<file path="config.mk">
export PLATFORM = sky130hd
export DESIGN_NAME = parity_lane_unit
export DESIGN_NICKNAME = d
export VERILOG_FILES = /design/src/rtl/parity_lane_pkg.sv /design/src/rtl/plg_cfg_reg.sv /design/src/rtl/plg_lane.sv /design/src/rtl/plg_out_stage.sv /design/src/rtl/parity_lane_unit.sv
export SDC_FILE = /design/constraint.sdc
export NUM_CORES = 1
export LEC_CHECK = 0
export CAP_MARGIN = 10
export CORE_ASPECT_RATIO = 1.5
export CORE_MARGIN = 2
export CORE_UTILIZATION = 35
export CTS_CLUSTER_DIAMETER = 200
export CTS_CLUSTER_SIZE = 25
export DETAILED_ROUTE_END_ITERATION = 10
export PLACE_DENSITY_LB_ADDON = 0.08
export SETUP_SLACK_MARGIN = 0.1
export SKIP_CTS_REPAIR_TIMING = 1
export SYNTH_ARGS = -nofsm -noshare
export SYNTH_HDL_FRONTEND = slang
export SYNTH_SLANG_ARGS = --single-unit
export TNS_END_PERCENT = 30
</file>
<file path="constraint.sdc">
create_clock -name clk -period 3.7 [get_ports clk]
set_input_delay 0.555 -clock clk [delete_from_list [all_inputs] [get_ports clk]]
set_output_delay 0.555 -clock clk [all_outputs]
set_load 0.03 [all_outputs]
</file>
<file path="src/rtl/parity_lane_pkg.sv">
// Package: shared mode encoding for the per-lane parity block.
// Assumes a 2-bit configuration code; code 3 is reserved and treated as pass.
package parity_lane_pkg;

    typedef enum logic [1:0] {
        PM_PASS = 2'd0,
        PM_GEN  = 2'd1,
        PM_CHK  = 2'd2,
        PM_RSV  = 2'd3
    } par_mode_e;

endpackage

</file>
<file path="src/rtl/plg_cfg_reg.sv">
// Module: plg_cfg_reg
// Holds the parity mode and odd/even select. It loads them on a strobe and
// resets to pass-through with even parity. Assumes a synchronous active-low reset.
module plg_cfg_reg
    import parity_lane_pkg::*;
(
    input  logic       clk,
    input  logic       rst_n,
    input  logic       load_i,
    input  logic [1:0] mode_i,
    input  logic       odd_i,
    output par_mode_e  mode_o,
    output logic       odd_o
);

    // Capture the configuration on load; restore the default on reset.
    always_ff @(posedge clk) begin
        if (!rst_n) begin
            mode_o <= PM_PASS;
            odd_o  <= 1'b0;
        end else if (load_i) begin
            mode_o <= par_mode_e'(mode_i);
            odd_o  <= odd_i;
        end
    end

endmodule

</file>
<file path="src/rtl/plg_lane.sv">
// Module: plg_lane
// Combinational processing of one lane. The top bit is the parity position;
// the bits below it form the payload. Depending on the mode, the top bit is
// passed, replaced by generated parity, or replaced by a mismatch flag.
// Assumes LANE_BITS >= 2.
module plg_lane
    import parity_lane_pkg::*;
#(
    parameter int LANE_BITS = 9
) (
    input  logic [LANE_BITS-1:0] din_i,
    input  par_mode_e            mode_i,
    input  logic                 odd_i,
    output logic [LANE_BITS-1:0] dout_o
);

    localparam int PPOS = LANE_BITS - 1;

    logic gen_par;

    // Parity over the payload; odd select inverts it.
    always_comb begin
        gen_par = (^din_i[PPOS-1:0]) ^ odd_i;
    end

    // Pick the meaning of the parity position from the mode.
    always_comb begin
        dout_o = din_i;
        case (mode_i)
            PM_GEN:  dout_o[PPOS] = gen_par;
            PM_CHK:  dout_o[PPOS] = din_i[PPOS] ^ gen_par;
            default: dout_o[PPOS] = din_i[PPOS];
        endcase
    end

endmodule

</file>
<file path="src/rtl/plg_out_stage.sv">
// Module: plg_out_stage
// Output register for the processed word and its valid bit. The word is
// loaded only for valid input and held otherwise. Synchronous active-low reset.
module plg_out_stage #(
    parameter int WIDTH = 18
) (
    input  logic             clk,
    input  logic             rst_n,
    input  logic             valid_i,
    input  logic [WIDTH-1:0] data_i,
    output logic             valid_o,
    output logic [WIDTH-1:0] data_o
);

    // Register valid every cycle; register data only when valid.
    always_ff @(posedge clk) begin
        if (!rst_n) begin
            valid_o <= 1'b0;
            data_o  <= '0;
        end else begin
            valid_o <= valid_i;
            if (valid_i) begin
                data_o <= data_i;
            end
        end
    end

endmodule

</file>
<file path="src/rtl/parity_lane_unit.sv">
// Module: parity_lane_unit
// Top of the per-lane parity generator/checker. The data word is split into
// NUM_LANES lanes of LANE_BITS bits, each processed by its own lane slice.
// The result is registered once, so check flags leave with their data.
// Assumes a single clock and a synchronous active-low reset.
module parity_lane_unit
    import parity_lane_pkg::*;
#(
    parameter int NUM_LANES = 2,
    parameter int LANE_BITS = 9
) (
    input  logic                           clk,
    input  logic                           rst_n,
    input  logic                           cfg_load,
    input  logic [1:0]                     cfg_mode,
    input  logic                           cfg_odd,
    input  logic                           in_valid,
    input  logic [NUM_LANES*LANE_BITS-1:0] in_data,
    output logic                           out_valid,
    output logic [NUM_LANES*LANE_BITS-1:0] out_data
);

    localparam int DATA_W = NUM_LANES * LANE_BITS;

    par_mode_e          mode_q;
    logic               odd_q;
    logic [DATA_W-1:0]  lane_out;

    plg_cfg_reg u_cfg (
        .clk    (clk),
        .rst_n  (rst_n),
        .load_i (cfg_load),
        .mode_i (cfg_mode),
        .odd_i  (cfg_odd),
        .mode_o (mode_q),
        .odd_o  (odd_q)
    );

    for (genvar l = 0; l < NUM_LANES; l++) begin : g_lane
        plg_lane #(.LANE_BITS(LANE_BITS)) u_lane (
            .din_i  (in_data[l*LANE_BITS +: LANE_BITS]),
            .mode_i (mode_q),
            .odd_i  (odd_q),
            .dout_o (lane_out[l*LANE_BITS +: LANE_BITS])
        );
    end

    plg_out_stage #(.WIDTH(DATA_W)) u_out (
        .clk     (clk),
        .rst_n   (rst_n),
        .valid_i (in_valid),
        .data_i  (lane_out),
        .valid_o (out_valid),
        .data_o  (out_data)
    );

endmodule

</file>
==> results of run 1 <==
==> cells by family after synthesis <==
group,after synthesis,synth area share [%]
muxes,19,18.2
xor gates and xnor gates,14,14.3
DFF,22,42.1
buffers and inverters,8,2.99
adders and majority gates,2,2.39
AOI/OAI and AO/OA,6,3.34
and+or+nand+nor,29,16.7
==> critical path, stage by stage <==
cell and delay [ns]:
clkdlybuf4s50_1 0.87, and2_1 0.23, and2b_1 0.17, o21ai_0 0.09, o211ai_1 0.18
==> path summary, 6_finish.rpt <==
check	startpoint	endpoint	cells after the start	slack (ns)
setup reg to reg	u_cfg.odd_o$_SDFFE_PN0P_	u_out.data_o[17]$_SDFFE_PN0P_	5	2.27
hold / removal	u_out.data_o[6]$_SDFFE_PN0P_	u_out.data_o[6]$_SDFFE_PN0P_	2	0.52
hold reg to reg	u_out.data_o[6]$_SDFFE_PN0P_	u_out.data_o[6]$_SDFFE_PN0P_	2	0.52
setup / recovery	rst_n	u_out.data_o[17]$_SDFFE_PN0P_	5	1.77
==> metrics by stage <==
stage	worst slack, ns	hold WS (ns)	instance area, µm²	power (mW)	std cells
after floorplan	2.16	0.509	1050	0.357	100
after global placement	1.51	0.496	1520	0.423	179
after detailed placement	1.49	0.507	1520	0.423	179
after CTS	1.76	0.531	1590	0.647	183
after global routing	1.64	0.544	1590	0.663	183
final	1.77	0.520	1590	0.639	183
==> state kept, by name (all words and copies together) (netlist names) <==
name	count
u_cfg.odd_o	1
u_out.data_o	18
u_out.valid_o	1
u_cfg.mode_o	2
==> cells in the mapped netlist <==
cell type   n  area share [%]
nand4_1     2             1.2
xor2_1      4             3.3
clkbuf_1    3             1.1
nand3_1     2            0.96
inv_1       4             1.4
o211ai_1    2             1.4
ha_1        2             2.4
o21ai_0     4             1.9
and2b_1     1            0.72
buf_2       1            0.48
nand2_1     2            0.72
mux2i_1    19              18
xnor3_1     2             4.3
dfxtp_1    22              42
and2_1      1            0.60
nor2b_1    21              13
xnor2_1     8             6.7
==> final cells by class <==
cell class / instances / area (µm²)
clock buffer: 3 / 41.3
multi-input combinational: 70 / 576
fill: 273 / 1290
sequential: 22 / 440
tap: 39 / 48.8
inverter: 4 / 15.0
clock inverter: 1 / 30.0
timing repair buffer: 44 / 438
==> report_power, final <==
part	switching [mW]	leakage (nW)	internal [mW]
combinational	0.0710	0.425	0.0860
clock	0.0786	0.0357	0.144
sequential	0.00751	0.182	0.251
==> routing by layer <==
metal	vias to the layer above	track usage, %	routed length [µm]
li1	418	-	-
met1	395	13.4	880
met2	35	23.6	1140
met3	4	3.38	134
met4	0	7.62	36
met5	-	0	0
==> out/qor.txt, run 1 <==
Crit Path Category: in2reg
diode count: 0
drt pass-1 iters: 4
antenna-violating nets left: 0
detailed-route via count: 852
sequential element share of the synthesized area: 42.1%
Final HPWL DP: 1640 µm
Worst Max-Slew Pin Slew: 0.632 ns
syn_nets: 127
Via density: 4.66
core area: 2880 µm²
number of global-route vias before repair: 812
pwr/cell area: 402 nW/µm²
Max-cap violations: 0
Core Rows: 24
yosys warns: 0
worst vdd rail ir drop: 256 µV
Mean Syn Cell Area: 10.5 µm²
Die Wd: 48.7 µm
run status: complete, no violations
commonest non-fill, non-tap cells in the layout: 43 x clkdlybuf4s50_1, 22 x dfxtp_1, 21 x nor2b_1
total CTS buffers: 3
Critical Path Fanout Max: 22
drt total wl: 2190 µm
minimum clock period: 1.93 ns
IO buf count: 43
Slew headroom: 57.7%
DRC: 0
Die H: 71.0 µm
final setup fails: 0
Worst setup SP type: input pin
Total GRT Usage: 13.1%
endpoint class of the critical path: register
Nets: 172
RSZ-0062 raised after global routing: no
f_max: 519 MHz
first-pass GRT wire length: 3530 µm
CTS H-Tree Depth: 1
Final Wtd Congestion: 0.732
clk sinks: 22
area added between synthesis and finish: 51.7%
TritonCTS clock tree: done
area of the die: 3450 µm²
starting DRC count in detailed routing: 21
Syn Inst Count: 100
Hold Crit Class: reg2reg
Initial Util: 36.3%
required time of the critical path: 3.88 ns
clock tree buffer depth: 2
fraction of layout cells with a size suffix above 1: 3.47%
final setup TNS: 0 ns
worst skew pair latency: 0.26 ns
Root Driver: clkbuf_8
Max Transition Viols Final: 0
GR Overflow Total: 0
initial antenna violation count: 0
fin util: 55.1%
most common library cell in the layout ignoring fill and taps: clkdlybuf4s50_1
FF+latch count, synth: 22
CP arrival: 2.11 ns
largest net degree at the start of global routing: 23
fin crit share: 52.1%
distinct cell type count of the synthesized netlist: 17
Ports: 44
Final Skew: 0.00122 ns
clock transition at the registers of the reported paths: 0.08 ns
endpoints failing hold: 0
mapped cell area: 1050 µm²
LEAKAGE: 0.643 nW
DR WL/cell: 12.0 µm
Note: power is estimated with default switching activity, not from simulation.
==> inputs of run 2 (changes only) <==
- clock period: 3.7 -> 1.72 ns (I/O delays scaled with it)
==> out/qor.txt, run 2 (synthesized netlist as in run 1, its figures left out) <==
commonest non-fill, non-tap cells in the layout: 43 x clkdlybuf4s50_1, 22 x dfxtp_1, 21 x nor2b_1 (unchanged)
crit path max-delay cell type: clkdlybuf4s50_1 (unchanged)
DRC: 0 (unchanged)
Root Driver: clkbuf_8 (unchanged)
fin crit share: 89.5%
Max-cap violations: 0 (unchanged)
Largest regs: u_out.data_o x18, u_cfg.mode_o x2 (unchanged)
Die H: 71.0 µm (unchanged)
Die Wd: 48.7 µm (unchanged)
CTS H-Tree Depth: 1 (unchanged)
antenna-violating nets left: 0 (unchanged)
sequential cell area: 440 µm² (unchanged)
IO buf count: 43 (unchanged)
clock tree buffer depth: 2 (unchanged)
Final Wtd Congestion: 0.758 (was 0.732)
drt pass-1 iters: 4 (unchanged)
area of the die: 3450 µm² (unchanged)
Largest Register: u_out.data_o (unchanged)
minimum clock period: 1.54 ns
fin util: 55.6% (was 55.1%)
number of flip-flops in the largest register: 18 (unchanged)
post-layout power: 1.28 mW (was 0.639 mW)
detailed-route via count: 829 (was 852)
Worst Max-Slew Pin Slew: 0.321 ns (was 0.632 ns)
Hold Crit Class: reg2reg (unchanged)
Max Transition Viols Final: 0 (unchanged)
first-pass GRT wire length: 3580 µm (was 3530 µm)
starting DRC count in detailed routing: 13 (was 21)
Core Rows: 24 (unchanged)
worst path cell trace: clkdlybuf4s50_1 (was clkdlybuf4s50_1, and2_1, and2b_1, o21ai_0, o211ai_1)
total CTS buffers: 3 (unchanged)
f_max: 649 MHz
Via density: 4.46 (was 4.66)
most common library cell in the layout ignoring fill and taps: clkdlybuf4s50_1 (unchanged)
initial antenna violation count: 0 (unchanged)
worst skew pair latency: 0.26 ns (about the same)
diode count: 0 (unchanged)
Critical Path Fanout Max: 2 (was 22)
Slew headroom: 78.6% (was 57.7%)
Nets: 175 (was 172)
Initial Util: 36.3% (unchanged)
CP bufs+invs: 1 (unchanged)
drt total wl: 2210 µm (was 2190 µm)
GR Overflow Total: 0 (unchanged)
CP delay by family, top: buffers and inverters (unchanged)
final setup fails: 0 (unchanged)
LEAKAGE: 0.656 nW (was 0.643 nW)
fraction of layout cells with a size suffix above 1: 6.12% (was 3.47%)
area added between synthesis and finish: 53.0% (was 51.7%)
RSZ-0062 raised after global routing: no (unchanged)
CP arrival: 1.28 ns (was 2.11 ns)
required time of the critical path: 1.46 ns (was 3.88 ns)
run status: complete, no violations (unchanged)
Ports: 44 (unchanged)
largest net degree at the start of global routing: 22 (was 23)
pwr/cell area: 798 nW/µm² (was 402 nW/µm²)
endpoint class of the critical path: output pin (was register)
Multi-input gate area: 583 µm² (was 576 µm²)
Critical Path Max Stage Delay: 0.68 ns (was 0.87 ns)
worst vdd rail ir drop: 545 µV (was 256 µV)
Crit Path Category: reg2out (was in2reg)
Total GRT Usage: 13.4% (was 13.1%)
clk sinks: 22 (unchanged)
Final Skew: 0.000495 ns (was 0.00122 ns)
Final HPWL DP: 1740 µm (was 1640 µm)
TritonCTS clock tree: done (unchanged)
endpoints failing hold: 0 (unchanged)
# fillers: 279 (was 273)
core area: 2880 µm² (unchanged)
Worst setup SP type: register (was input pin)
clock transition at the registers of the reported paths: 0.08 ns (about the same)
DR WL/cell: 11.9 µm (was 12.0 µm)
number of global-route vias before repair: 838 (was 812)
==> run 2: through the flow <==
stage / area, µm² / hold WS (ns) / setup slack (ns) / cells / setup TNS [ns]
after floorplan: 1050 / 0.386 / 0.435 / 100 / 0
after global placement: 1540 / 0.496 / -0.182 / 182 / -0.263
after detailed placement: 1540 / 0.509 / -0.182 / 182 / -0.261
after CTS: 1600 / 0.528 / 0.0704 / 186 / 0
after global routing: 1600 / 0.552 / 0.102 / 186 / 0
final: 1600 / 0.521 / 0.180 / 186 / 0
==> run 2: worst paths after layout <==
kind	startpoint	to	slack, ns	cells past startpoint
setup / recovery	u_out.data_o[0]$_SDFFE_PN0P_	out_data[0]	0.18	1
setup reg to reg	u_cfg.odd_o$_SDFFE_PN0P_	u_out.data_o[17]$_SDFFE_PN0P_	0.34	5
hold reg to reg	u_out.data_o[12]$_SDFFE_PN0P_	u_out.data_o[12]$_SDFFE_PN0P_	0.52	2
hold / removal	u_out.data_o[12]$_SDFFE_PN0P_	u_out.data_o[12]$_SDFFE_PN0P_	0.52	2
==> run 2: routing by layer <==
layer  track usage, %  share of wire (%)  vias to the layer above
met5                0                  0                        -
met1             14.0                 41                      372
met3             3.80                6.1                        4
met2             24.0                 52                       30
li1                 -                  -                      423
met4             6.67                1.5                        0
==> run 2: where the power goes <==
part           internal (mW)  switching (mW)  total (mW)
registers              0.540          0.0160       0.556
logic                  0.195           0.156       0.352
clock network          0.204           0.167       0.371
total                  0.940           0.339        1.28
==> run 2: area by class of cell <==
type / instances / share of cell area (%)
sequential: 22 / 27.5
tap: 39 / 3.04
clock buffer: 4 / 3.43
timing repair buffer: 47 / 28.7
inverter: 4 / 0.937
multi-input combinational: 70 / 36.4
==> inputs of run 3 (changes only) <==
- GPL_ROUTABILITY_DRIVEN: default -> 0
==> results of run 3 <==
Same layout as run 2: the final DEF is identical, and so are final timing and power.
